### config.mk
export PLATFORM = sky130hd
export DESIGN_NAME = dma_handshake_engine
export DESIGN_NICKNAME = d
export VERILOG_FILES = /design/src/rtl/dma_hs_pkg.sv /design/src/rtl/dma_hs_sync.sv /design/src/rtl/dma_hs_edge.sv /design/src/rtl/dma_hs_counter.sv /design/src/rtl/dma_hs_fsm.sv /design/src/rtl/dma_handshake_engine.sv
export SDC_FILE = /design/constraint.sdc
export NUM_CORES = 1
export LEC_CHECK = 0
export CAP_MARGIN = 20
export CORE_MARGIN = 2
export CORE_UTILIZATION = 40
export DETAILED_ROUTE_END_ITERATION = 10
export DONT_BUFFER_PORTS = 1
export PLACE_DENSITY_LB_ADDON = 0.05
export SLEW_MARGIN = 30
export SYNTH_ARGS = -nofsm -noshare
export SYNTH_HDL_FRONTEND = slang
export SYNTH_SLANG_ARGS = --single-unit
export TNS_END_PERCENT = 1
### constraint.sdc
create_clock -name clk -period 2.2 [get_ports clk]
set_clock_uncertainty 0.2 [all_clocks]
set_input_delay 0.11 -clock clk [delete_from_list [all_inputs] [get_ports clk]]
set_output_delay 0.11 -clock clk [all_outputs]
set_load 0.005 [all_outputs]
### src/rtl/dma_hs_pkg.sv
package dma_hs_pkg;

    typedef enum logic [2:0] {
        ST_IDLE,
        ST_WAIT,
        ST_REQ,
        ST_ACK,
        ST_GAP,
        ST_END
    } hs_state_e;

endpackage

### src/rtl/dma_hs_sync.sv
// Multi-stage synchroniser for asynchronous host handshake lines.
module dma_hs_sync #(
    parameter int WIDTH  = 3,
    parameter int STAGES = 2
) (
    input  logic             clk,
    input  logic             rst_n,
    input  logic [WIDTH-1:0] async_in,
    output logic [WIDTH-1:0] level_out
);

    logic [STAGES-1:0][WIDTH-1:0] chain_q;

    always_ff @(posedge clk or negedge rst_n) begin
        if (!rst_n) begin
            chain_q <= '0;
        end else begin
            chain_q[0] <= async_in;
            for (int i = 1; i < STAGES; i++) begin
                chain_q[i] <= chain_q[i-1];
            end
        end
    end

    assign level_out = chain_q[STAGES-1];

endmodule

### src/rtl/dma_hs_edge.sv
// Rising-edge detector on already synchronised levels.
module dma_hs_edge #(
    parameter int WIDTH = 2
) (
    input  logic             clk,
    input  logic             rst_n,
    input  logic [WIDTH-1:0] lvl_in,
    output logic [WIDTH-1:0] rise_out
);

    logic [WIDTH-1:0] prev_q;

    always_ff @(posedge clk or negedge rst_n) begin
        if (!rst_n) begin
            prev_q <= '0;
        end else begin
            prev_q <= lvl_in;
        end
    end

    for (genvar b = 0; b < WIDTH; b++) begin : g_bit
        assign rise_out[b] = lvl_in[b] & ~prev_q[b];
    end

endmodule

### src/rtl/dma_hs_counter.sv
// Word-in-sector index and sectors-remaining counter.
module dma_hs_counter #(
    parameter int WORDS_PER_SECTOR = 256,
    parameter int SEC_W            = 8
) (
    input  logic             clk,
    input  logic             rst_n,
    input  logic             load,
    input  logic [SEC_W-1:0] sectors,
    input  logic             beat,
    output logic             last_word
);

    localparam int WIDX_W  = (WORDS_PER_SECTOR > 1) ? $clog2(WORDS_PER_SECTOR) : 1;
    localparam int SLEFT_W = SEC_W + 1;
    localparam logic [WIDX_W-1:0]  LAST_IDX = WIDX_W'(WORDS_PER_SECTOR - 1);
    localparam logic [SLEFT_W-1:0] ALL_SECS = SLEFT_W'(2 ** SEC_W);

    logic [WIDX_W-1:0]  word_idx_q;
    logic [SLEFT_W-1:0] sec_left_q;
    logic               sector_wrap;

    assign sector_wrap = (word_idx_q == LAST_IDX);
    assign last_word   = sector_wrap && (sec_left_q == SLEFT_W'(1));

    always_ff @(posedge clk or negedge rst_n) begin
        if (!rst_n) begin
            word_idx_q <= '0;
            sec_left_q <= '0;
        end else if (load) begin
            word_idx_q <= '0;
            sec_left_q <= (sectors == '0) ? ALL_SECS : {1'b0, sectors};
        end else if (beat) begin
            if (sector_wrap) begin
                word_idx_q <= '0;
                sec_left_q <= sec_left_q - SLEFT_W'(1);
            end else begin
                word_idx_q <= word_idx_q + WIDX_W'(1);
            end
        end
    end

endmodule

### src/rtl/dma_hs_fsm.sv
// Request/acknowledge controller.
module dma_hs_fsm
    import dma_hs_pkg::*;
(
    input  logic clk,
    input  logic rst_n,
    input  logic cmd_start,
    input  logic cmd_to_host,
    input  logic buf_ready,
    input  logic ack_s,
    input  logic rd_rise,
    input  logic wr_rise,
    input  logic last_word,
    output logic cmd_dir,
    output logic load,
    output logic beat,
    output logic dma_req,
    output logic fifo_pop,
    output logic fifo_push,
    output logic xfer_done,
    output logic irq_req,
    output logic proto_err,
    output logic pio_inhibit
);

    hs_state_e state_q;
    hs_state_e state_d;
    logic      accept;
    logic      good_rise;
    logic      bad_rise;
    logic      move;
    logic      err_evt;

    always_comb begin
        accept    = (state_q == ST_IDLE) && cmd_start;
        good_rise = cmd_dir ? rd_rise : wr_rise;
        bad_rise  = cmd_dir ? wr_rise : rd_rise;
        move      = ack_s && good_rise && ((state_q == ST_REQ) || (state_q == ST_ACK));
        err_evt   = bad_rise || (good_rise && !move);
    end

    always_comb begin
        state_d = state_q;
        unique case (state_q)
            ST_IDLE: if (accept)    state_d = ST_WAIT;
            ST_WAIT: if (buf_ready) state_d = ST_REQ;
            ST_REQ: begin
                if (move)       state_d = last_word ? ST_END : ST_GAP;
                else if (ack_s) state_d = ST_ACK;
            end
            ST_ACK: begin
                if (move)        state_d = last_word ? ST_END : ST_GAP;
                else if (!ack_s) state_d = ST_REQ;
            end
            ST_GAP:  if (!ack_s)    state_d = ST_WAIT;
            ST_END:                 state_d = ST_IDLE;
            default:                state_d = ST_IDLE;
        endcase
    end

    always_ff @(posedge clk or negedge rst_n) begin
        if (!rst_n) begin
            state_q <= ST_IDLE;
        end else begin
            state_q <= state_d;
        end
    end

    always_ff @(posedge clk or negedge rst_n) begin
        if (!rst_n) begin
            cmd_dir   <= 1'b0;
            irq_req   <= 1'b0;
            proto_err <= 1'b0;
        end else begin
            if (accept) begin
                cmd_dir <= cmd_to_host;
            end
            if (accept) begin
                irq_req <= 1'b0;
            end else if (state_q == ST_END) begin
                irq_req <= 1'b1;
            end
            if (err_evt) begin
                proto_err <= 1'b1;
            end else if (accept) begin
                proto_err <= 1'b0;
            end
        end
    end

    always_comb begin
        load        = accept;
        beat        = move;
        dma_req     = (state_q == ST_REQ) || (state_q == ST_ACK);
        fifo_pop    = move && cmd_dir;
        fifo_push   = move && !cmd_dir;
        xfer_done   = (state_q == ST_END);
        pio_inhibit = (state_q != ST_IDLE);
    end

endmodule

### src/rtl/dma_handshake_engine.sv
module dma_handshake_engine #(
    parameter int WORDS_PER_SECTOR = 256,
    parameter int SEC_W            = 8,
    parameter int DATA_W           = 16,
    parameter int SYNC_STAGES      = 2
) (
    input  logic              clk,
    input  logic              rst_n,
    input  logic              cmd_start,
    input  logic              cmd_to_host,
    input  logic [SEC_W-1:0]  cmd_sectors,
    input  logic              buf_has_word,
    input  logic              buf_has_room,
    input  logic [DATA_W-1:0] fifo_rdata,
    input  logic              host_ack,
    input  logic              host_rd_stb,
    input  logic              host_wr_stb,
    input  logic [DATA_W-1:0] host_wdata,
    output logic              dma_req,
    output logic              fifo_pop,
    output logic              fifo_push,
    output logic [DATA_W-1:0] fifo_wdata,
    output logic [DATA_W-1:0] host_rdata,
    output logic              xfer_done,
    output logic              irq_req,
    output logic              proto_err,
    output logic              pio_inhibit
);

    localparam int N_LINES = 3;

    logic [N_LINES-1:0] raw_lines;
    logic [N_LINES-1:0] sync_lvl;
    logic [1:0]         stb_rise;
    logic               ack_s;
    logic               rd_rise;
    logic               wr_rise;
    logic               cmd_dir;
    logic               buf_ready;
    logic               load;
    logic               beat;
    logic               last_word;

    assign raw_lines = {host_wr_stb, host_rd_stb, host_ack};

    dma_hs_sync #(
        .WIDTH  (N_LINES),
        .STAGES (SYNC_STAGES)
    ) u_sync (
        .clk       (clk),
        .rst_n     (rst_n),
        .async_in  (raw_lines),
        .level_out (sync_lvl)
    );

    assign ack_s = sync_lvl[0];

    dma_hs_edge #(
        .WIDTH (2)
    ) u_edge (
        .clk      (clk),
        .rst_n    (rst_n),
        .lvl_in   (sync_lvl[2:1]),
        .rise_out (stb_rise)
    );

    assign rd_rise   = stb_rise[0];
    assign wr_rise   = stb_rise[1];
    assign buf_ready = cmd_dir ? buf_has_word : buf_has_room;

    dma_hs_counter #(
        .WORDS_PER_SECTOR (WORDS_PER_SECTOR),
        .SEC_W            (SEC_W)
    ) u_count (
        .clk       (clk),
        .rst_n     (rst_n),
        .load      (load),
        .sectors   (cmd_sectors),
        .beat      (beat),
        .last_word (last_word)
    );

    dma_hs_fsm u_fsm (
        .clk         (clk),
        .rst_n       (rst_n),
        .cmd_start   (cmd_start),
        .cmd_to_host (cmd_to_host),
        .buf_ready   (buf_ready),
        .ack_s       (ack_s),
        .rd_rise     (rd_rise),
        .wr_rise     (wr_rise),
        .last_word   (last_word),
        .cmd_dir     (cmd_dir),
        .load        (load),
        .beat        (beat),
        .dma_req     (dma_req),
        .fifo_pop    (fifo_pop),
        .fifo_push   (fifo_push),
        .xfer_done   (xfer_done),
        .irq_req     (irq_req),
        .proto_err   (proto_err),
        .pio_inhibit (pio_inhibit)
    );

    assign fifo_wdata = host_wdata;

    always_ff @(posedge clk or negedge rst_n) begin
        if (!rst_n) begin
            host_rdata <= '0;
        end else if (fifo_pop) begin
            host_rdata <= fifo_rdata;
        end
    end

endmodule

== After elaboration in Yosys (flattened, before gate mapping) ==
Cells that the tools add are included.
Word-level totals
  flip-flop bits (word level): 47
  input bits: 49
  output and inout bits: 39
  word-level logic and storage cells: 71
Operators by class
  $add $sub $neg: 2
  equal/unequal tests: 12
  muxes and demuxes: 23
  bitwise operators: 4
  reduce and logical (&&, ||, !) cells: 20
Operators with widths (number)
  9-bit 2-to-1 mux: 4
  8-bit 2-to-1 mux: 3
  3-bit 2-to-1 mux: 7
  3-bit one-hot mux with 5 select lines: 1
  9-bit by 1-bit equality test with 1-bit output (second input constant): 1
  9-bit by 1-bit subtractor with 9-bit output (second input constant): 1
  8-bit by 1-bit adder with 8-bit output (second input constant): 1
  8-bit equality test (second input constant): 1
  8-bit logical NOT: 1
  1-bit 2-to-1 mux: 8
  2-bit nonzero test: 4
  1-bit logical AND: 7
  3-bit by 2-bit equality test with 1-bit output (second input constant): 2
  3-bit equality test (second input constant): 2
  2-bit inequality test (second input constant): 3
  3-bit by 2-bit inequality test with 1-bit output (second input constant): 2
  5-bit AND reduction: 1
  3-bit by 1-bit equality test with 1-bit output (second input constant): 1
  3-bit logical NOT: 1
  3-bit nonzero test: 1
  1-bit bitwise AND: 2
  1-bit logical NOT: 2
  1-bit logical OR: 2
  1-bit NOT: 2
  2-bit AND reduction: 1

== Logic depth before layout (Yosys ltp) ==
Gate-level depths: netlist of run 1.
  word-level depth: 9
  gate-level depth with buffers: 8
  mapped depth without buffers: 7

== Cells and area by module ==
Synthesis of run 1 repeated with hierarchy kept, for this count alone.
Second synthesis, totals
  cells, all modules: 204
  area, all modules: 2397.3 µm²
By module, submodules not included
  dma_hs_counter: times used 1, cells an instance 102, area an instance 996.0 µm², seq. area each 425.4 µm²
  dma_handshake_engine: times used 1, cells an instance 51, area an instance 780.7 µm², seq. area each 400.4 µm²
  dma_hs_fsm: times used 1, cells an instance 38, area an instance 370.4 µm², seq. area each 150.1 µm²
  dma_hs_sync: times used 1, cells an instance 9, area an instance 172.7 µm², seq. area each 150.1 µm²
  dma_hs_edge: times used 1, cells an instance 4, area an instance 77.6 µm², seq. area each 50.0 µm²

== Worst setup path before layout of run 1 ==
Ideal clock, no wire load.
  path type: reg2reg
  start point: register u_count.word_idx_q[0]
  end point: register u_count.sec_left_q[1]
  library setup time: 123 ps
  arrival time: 1545 ps
  data required time: 1877 ps
  path slack: 332 ps
  stages on the path, launching flop included: 9
  buffers on the path: 2
  clock period less this slack: 1868 ps
  path through: dfrtp_1 -> ha_1 -> and3_1 -> and3_1 -> buf_2 -> and2_4 -> buf_6 -> o21ai_0 -> nand2_1
Between the ends
  cells in the longest elaborated chain, start to end: 3
RTL lines
  from (decl): RTL line dma_hs_counter.sv:19  | logic [WIDX_W-1:0] word_idx_q;
  from (signal assigned): RTL line dma_hs_counter.sv:38  | word_idx_q <= word_idx_q + WIDX_W'(1);
  8-bit equality test: RTL line dma_hs_counter.sv:23  | assign sector_wrap = (word_idx_q == LAST_IDX);
  2-bit nonzero test (no source line)
  2-bit AND reduction (no source line)
  to (signal assigned): RTL line dma_hs_counter.sv:32  | sec_left_q <= (sectors == '0) ? ALL_SECS : {1'b0, sectors};
  to (signal assigned): RTL line dma_hs_counter.sv:36  | sec_left_q <= sec_left_q - SLEFT_W'(1);
  to (decl): RTL line dma_hs_counter.sv:20  | logic [SLEFT_W-1:0] sec_left_q;
Every way passes these cells.
A chain may end at the register's enable or synchronous reset.

== Worst setup path after layout of run 1 ==
  start point: register u_count.word_idx_q[0]
  end point: register u_fsm.state_q[0]
Between the ends
  cells in the longest elaborated chain, start to end: 5
  elaborated cells on any way between the ends: 6
  those cells by class: eq/ne (1); mux (4); reduce/logical (1)
RTL lines
  8-bit equality test (*): RTL line dma_hs_counter.sv:23
  1-bit logical AND (*): RTL line dma_hs_counter.sv:24  | assign last_word = sector_wrap && (sec_left_q == SLEFT_W'(1));
  1-bit 2-to-1 mux (*): RTL line dma_hs_fsm.sv:48, dma_hs_fsm.sv:52
  3-bit 2-to-1 mux, on equally long branches: RTL line dma_hs_fsm.sv:52, dma_hs_fsm.sv:48
  3-bit one-hot mux with 5 select lines (*): RTL line dma_hs_fsm.sv:44  | unique case (state_q)
  to (signal assigned): RTL line dma_hs_fsm.sv:65  | state_q <= state_d;
  to (decl): RTL line dma_hs_fsm.sv:26  | hs_state_e state_q;
Every way passes the cells marked *; elsewhere a longest branch is shown, timed or not.

==> impl_metrics.env, run 1 <==
export IMPL_result_of_the_run="finished clean"
export IMPL_power_frac_clock=0.227
export IMPL_min_path_cells=0
export IMPL_clk_pin_slew_worst_paths_ns=0.09
export IMPL_global_route_wire_length_before_repair_mm=8.05
export IMPL_ys_ff_latch=47
export IMPL_die_y_um=81.1
export IMPL_grt_start_max_net_pins=48
export IMPL_routed_via_count=1555
export IMPL_timing_hold_violations_final=0
export IMPL_io_buffers=0
export IMPL_criticalPathCategory="reg2reg"
export IMPL_number_of_synthesized_flops_with_an_enable_pin=0
export IMPL_setup_worst_path_end_class="register"
export IMPL_startpoint_of_the_lowest_slack_register_to_register_path="u_count.word_idx_q[0]"
export IMPL_cp_startpoint="u_count.word_idx_q[0]"
export IMPL_worstHoldPathType="in2out"
export IMPL_power_frac_seq=0.491
export IMPL_finalSetupTns_ns=0
export IMPL_max_freq_mhz=494
export IMPL_initial_antenna_violation_count=0
export IMPL_yosys_area_top_type="dfrtp_1"
export IMPL_power_leakage_nw=1.21
export IMPL_dr_pass1_iters=6
export IMPL_drt_iter0_markers=78
export IMPL_cp_cell_sequence="ha_1 > and3_1 > and3_1 > and2_4 > nand4b_1 > a21oi_1"
export IMPL_critPathTopFamily="simple AND/OR/NAND/NOR gates"
export IMPL_grt_usage=0.160
export IMPL_worstSetupPathDepth=6
export IMPL_r2r_cells=6
export IMPL_routed_wire_length_per_instance_um=15.5
export IMPL_synth_top_area_frac=0.495
export IMPL_ys_warnings_count=0
export IMPL_power_density_normalized_to_cell_area_nw_per_um2=1060
export IMPL_netlist_area_um2=2370
export IMPL_rows=28
export IMPL_area_growth_pct=14.9
export IMPL_cts_htree_levels=2
export IMPL_drt_drc_violations_left=0
export IMPL_maxCapViolCount=0
export IMPL_netlist_instances=212
export IMPL_synth_top_cells_by_count="47 x dfrtp_1, 18 x nand2_1, 16 x buf_4"
export IMPL_tritoncts_num_buffers=5
export IMPL_place_congestion=0.808
export IMPL_drive_above_1_share=0.166
export IMPL_clockRootBuffer="clkbuf_8"
export IMPL_ys_seq_area_frac=0.495
export IMPL_worstReg2RegEnd="u_fsm.state_q[0]"
export IMPL_number_of_setup_violations_in_the_final_report=0
export IMPL_final_nets=280
export IMPL_synth_async_reset_ratio=1.00
export IMPL_power_consumption_mw=2.89
export IMPL_synthesis_nets=264
export IMPL_timing_critical_path_required_ns=2.23
export IMPL_p_sw_mw=0.927
export IMPL_count_leader_synth="dfrtp_1"
export IMPL_internal_power_mw=1.96
export IMPL_switching_share=0.321
export IMPL_slew_viol_final=0
export IMPL_ff2ff_setup_slack_ns=0.18
export IMPL_global_route_overflow_total=0
export IMPL_die_area_um2=6570
export IMPL_cts_num_sinks=47
export IMPL_clk_path_buf_depth=2
export IMPL_routed_via_density=5.12
export IMPL_critical_path_most_common_cell="and3_1"
export IMPL_power_frac_comb=0.281
export IMPL_fp_dieW_um=81.1
export IMPL_syn_area_per_cell_um2=11.2
export IMPL_ios=88
export IMPL_worstPathBufferInverterCount=0
export IMPL_remaining_antenna_violation_count_after_routing=0
export IMPL_coreArea_um2=5820
export IMPL_dpl_hpwl_mm=3.14
export IMPL_critical_path_startpoint_type="register"
export IMPL_slew_limit_headroom=0.664
export IMPL_rsz_0062_raised_after_global_routing="no"
export IMPL_ir_worst_vdd_v=0.000467
export IMPL_crit_end="u_fsm.state_q[0]"
export IMPL_cts_post_setup_buffers_inserted=0
export IMPL_period_minus_slack_ns=2.02
export IMPL_worst_path_max_fanout=10
export IMPL_cpMaxStageDelayCell="dfrtp_1"
export IMPL_tightest_slew_ns=0.498
export IMPL_post_synth_main_area_contributors="dfrtp_1 50%, mux2_4 5.7%, buf_4 5.1%"
export IMPL_routed_wl_mm=4.72
export IMPL_insertedDiodeCount=0
export IMPL_synth_lib_cells_used_distinct=45
export IMPL_tritoncts="yes"
export IMPL_cpPeakStageDelay_ns=0.42
export IMPL_initial_utilization=0.408
export IMPL_top_reg_cell_synth="dfrtp_1"
export IMPL_layout_worst_path_cycle_share=0.920
export IMPL_worstSkewPairLatency_ns=0.30
export IMPL_arrival_ns=2.05
export IMPL_via_count_of_the_first_global_routing_pass=1703
how the worst min path moves through the flow:
stage / startpoint / to / slack (ns)
global placement: rst_n / u_count.word_idx_q[7] / -0.38
global route: host_wdata[12] / fifo_wdata[12] / 0.02
detailed placement: rst_n / u_count.word_idx_q[4] / -0.38
floorplan: rst_n / host_rdata[0] / -0.39
CTS: host_wdata[11] / fifo_wdata[11] / 0.02
finish: host_wdata[11] / fifo_wdata[11] / 0.02
routing by layer:
metal / vias to the layer above / routed length, µm / track usage
met2: 49 / 2330 / 0.268
li1: 743 / - / -
met3: 17 / 315 / 0.0489
met1: 746 / 1960 / 0.191
met4: 0 / 109 / 0.0695
met5: - / 0 / 0
registers in the layout, summed over array words and instances, names as in the netlist:
| name | flops |
|---|---|
| u_count.sec_left_q | 9 |
| host_rdata | 16 |
| u_edge.prev_q | 2 |
| u_sync.chain_q | 3 |
| u_fsm.irq_req | 1 |
| u_fsm.state_q | 3 |
| u_fsm.cmd_dir | 1 |
| u_sync.level_out | 3 |
| u_fsm.proto_err | 1 |
| u_count.word_idx_q | 8 |
worst register-to-register path, stage by stage, from the launching register on:
cell      delay (ns)
dfrtp_1         0.42
ha_1            0.18
and3_1          0.22
and3_1          0.42
and2_4          0.25
nand4b_1        0.11
a21oi_1         0.16
per-stage QoR:
step	hold WS, ns	instances	cell area (µm²)	setup slack, ns	utilization
floorplan	-0.386	212	2370	0.332	-
global placement	-0.385	265	2280	0.269	0.392
detailed placement	-0.384	265	2280	0.181	0.392
CTS	0.0200	304	2730	0.177	0.469
global route	0.0200	304	2730	0.0338	0.469
finish	0.0200	304	2730	0.175	0.469
cell type report:
class	count	area (µm²)
inverter	5	18.8
sequential	47	1180
clock buffer	6	82.6
clock inverter	2	35.0
fill	559	3090
tap	75	93.8
timing repair buffer	36	365
multi-input combinational	133	957
cells by family (layout without fill, tap and decap cells):
group	after synthesis	in the layout	share of synthesized area
compound gates	27	27	0.0690
xor+xnor	13	13	0.0479
fa+ha+maj	3	3	0.0158
buf+inv	32	49	0.102
flops	47	47	0.495
mux	18	18	0.0996
simple gates	72	72	0.170
repair_timing:
item	4_1_cts	5_1_grt
setup endpoints to repair	0	1
gates resized for setup	0	1
endpoints found under the hold margin	77	0
hold buffers	31	0
cells in the final DEF, fill, tap and decap left out, types with 3 or more instances in the layout:
cell	synthesis	final
a21oi_1	10	10
and3_1	3	3
buf_4	16	5
clkbuf_8	0	6
dfrtp_1	47	47
dlygate4sd3_1	0	30
ha_1	3	3
inv_1	5	5
mux2_2	9	9
mux2_4	9	9
nand2_1	18	18
nand3_1	5	5
nand4_1	4	4
nor2_1	13	13
nor3_1	7	7
nor4_1	4	4
o21ai_0	6	6
xor2_1	11	11
power groups by stage:
| stage | clock (mW) | combinational [mW] | sequential, mW |
|---|---|---|---|
| 2_1_floorplan | 0 | 0.689 | 1.35 |
| 3_3_place_gp | 0 | 0.732 | 1.43 |
| 3_5_place_dp | 0 | 0.752 | 1.43 |
| 4_1_cts | 0.686 | 0.823 | 1.42 |
| 5_1_grt | 0.723 | 0.916 | 1.47 |
| 6_report | 0.657 | 0.812 | 1.42 |
Power figures use the tool's default switching activity.
==> run 2: changes to the inputs <==
==> constraint.sdc (replaced) <==
create_clock -name clk -period 2.2 [get_ports clk]
set_clock_uncertainty 0.2 [all_clocks]
set_input_delay 0.44 -clock clk [delete_from_list [all_inputs] [get_ports clk]]
set_output_delay 0.44 -clock clk [all_outputs]
set_load 0.005 [all_outputs]
==> impl_metrics.env, run 2 (synthesized netlist as in run 1, its figures left out) <==
export IMPL_tritoncts_num_buffers=5
export IMPL_cts_htree_levels=2
export IMPL_period_minus_slack_ns=2.13
export IMPL_clk_path_buf_depth=2
export IMPL_number_of_setup_violations_in_the_final_report=0
export IMPL_placedInstanceArea_um2=2280
export IMPL_slew_viol_final=0
export IMPL_critPathTopFamily="flip-flops"
export IMPL_post_route_cell_area_um2=2470
export IMPL_grt_usage=0.150
export IMPL_global_route_overflow_total=0
export IMPL_via_count_of_the_first_global_routing_pass=1614
export IMPL_worstPathBufferInverterCount=1
export IMPL_tritoncts="yes"
export IMPL_cts_num_sinks=47
export IMPL_arrival_ns=1.49
export IMPL_global_route_wire_length_before_repair_mm=7.56
export IMPL_top_regs="host_rdata (16), u_count.sec_left_q (9), u_count.word_idx_q (8)"
export IMPL_power_density_normalized_to_cell_area_nw_per_um2=1150
export IMPL_routed_via_density=5.37
export IMPL_mostFrequentLayoutCell="dfrtp_1"
export IMPL_most_frequent_cells_in_the_layout="46 x dfrtp_1, 18 x nand2_1, 13 x nor2_1"
export IMPL_filler_cell_count=588
export IMPL_finalSetupTns_ns=0
export IMPL_insertedDiodeCount=0
export IMPL_clockRootBuffer="clkbuf_8"
export IMPL_final_nets=254
export IMPL_initial_utilization=0.408
export IMPL_io_buffers=0
export IMPL_placed_cells_incl_taps=265
export IMPL_remaining_antenna_violation_count_after_routing=0
export IMPL_switching_share=0.330
export IMPL_drt_drc_violations_left=0
export IMPL_cpPeakStageDelay_ns=0.45
export IMPL_coreArea_um2=5820
export IMPL_ios=88
export IMPL_initial_antenna_violation_count=0
export IMPL_drive_above_1_share=0.192
export IMPL_ff2ff_setup_slack_ns=0.18
export IMPL_cp_cell_sequence="and3b_1 > o21a_2 > nand2_8 > inv_1"
export IMPL_timing_hold_violations_final=0
export IMPL_clk_pin_slew_worst_paths_ns=0.09
export IMPL_die_y_um=81.1
export IMPL_power_leakage_nw=1.10
export IMPL_worstSkewPairLatency_ns=0.30
export IMPL_cpMaxStageDelayCell="dfrtp_2"
export IMPL_layout_worst_path_cycle_share=0.969
export IMPL_timing_critical_path_required_ns=1.56
export IMPL_ir_worst_vdd_v=0.000510
export IMPL_rows=28
export IMPL_ff_latch_area_um2=1180
export IMPL_power_frac_seq=0.498
export IMPL_routed_via_count=1494
export IMPL_result_of_the_run="finished clean"
export IMPL_tightest_slew_ns=0.434
export IMPL_power_frac_clock=0.231
export IMPL_power_frac_comb=0.271
export IMPL_worst_path_max_fanout=17
export IMPL_internal_power_mw=1.91
export IMPL_dr_pass1_iters=4
export IMPL_largest_register="host_rdata"
export IMPL_place_congestion=0.820
export IMPL_critical_path_startpoint_type="register"
export IMPL_setup_worst_path_end_class="output pin"
export IMPL_worstHoldPathType="in2reg"
export IMPL_criticalPathCategory="reg2out"
export IMPL_finalNonFillerCells=278
export IMPL_slew_limit_headroom=0.709
export IMPL_routed_wl_mm=4.51
export IMPL_max_freq_mhz=469
export IMPL_dpl_hpwl_mm=3.17
export IMPL_maxCapViolCount=0
export IMPL_fp_dieW_um=81.1
export IMPL_drt_iter0_markers=64
export IMPL_routed_wire_length_per_instance_um=16.2
export IMPL_p_sw_mw=0.939
export IMPL_grt_start_max_net_pins=48
export IMPL_multiInputGateArea_um2=957
export IMPL_largest_register_ff_count=16
export IMPL_area_growth_pct=3.95
export IMPL_die_area_um2=6570
## run 2: cell types whose count changed in the layout (fill, tap and decap cells not counted), sizes merged
cell / previous run / this run
dlygate4sd3: 30 / 4
clkbuf: 6 / 5
inv: 5 / 6
## run 2: cell type report
type,instances,area share
clock buffer,5,0.0279
tap,75,0.0380
clock inverter,3,0.0193
multi-input combinational,133,0.388
inverter,5,0.00760
sequential,47,0.477
timing repair buffer,10,0.0426
## run 2: metrics by stage
stage               setup WS, ns  total power, mW  utilization  hold slack [ns]
floorplan                  0.276             2.04            -          -0.0556
CTS                       0.0181             2.88        0.424           0.0428
global placement           0.270             2.16        0.392          -0.0545
global route             -0.0160             3.05        0.424           0.0509
detailed placement         0.173             2.18        0.392          -0.0542
finish                    0.0688             2.85        0.424           0.0453
## run 2: worst reg2reg max path: stages, from the launching register on
cell	delay (ns)
dfrtp_1	0.41
ha_1	0.18
and3_1	0.23
and3_1	0.41
and2_4	0.25
nand4b_1	0.11
a21oi_1	0.17
## run 2: power groups by stage
stage	clock (mW)	combinational [mW]	sequential (mW)
after global routing	0.716	0.874	1.47
after CTS	0.680	0.784	1.42
final	0.659	0.770	1.42
after floorplan	0	0.689	1.35
after global placement	0	0.734	1.43
after detailed placement	0	0.755	1.43
## run 2: path summary, 6_finish.rpt
kind / startpoint / end / cells after the start
worst max-delay path: u_fsm.cmd_dir / fifo_pop / 4
worst min-delay path: cmd_to_host / u_fsm.cmd_dir / 2
worst max register to register: u_count.word_idx_q[0] / u_fsm.state_q[0] / 6
worst min register to register: u_sync.chain_q[2] / u_sync.level_out[2] / 0
max in group asynchronous: rst_n / u_fsm.cmd_dir / 2
min in group asynchronous: rst_n / u_count.word_idx_q[5] / 2
## run 2: metal layers
layer	part of all wire	vias to the layer above	global-route usage
met3	0.078	18	0.0611
met5	0	-	0
li1	-	689	-
met2	0.50	54	0.248
met1	0.40	733	0.172
met4	0.023	0	0.0627
## run 2: repair_timing
| item | CTS | global route |
|---|---|---|
| resized for setup | 0 | 2 |
| hold endpoints to repair | 50 | 0 |
| endpoints found under the setup margin | 0 | 2 |
| hold buffers | 5 | 0 |
| buffers inserted | 0 | 0 |
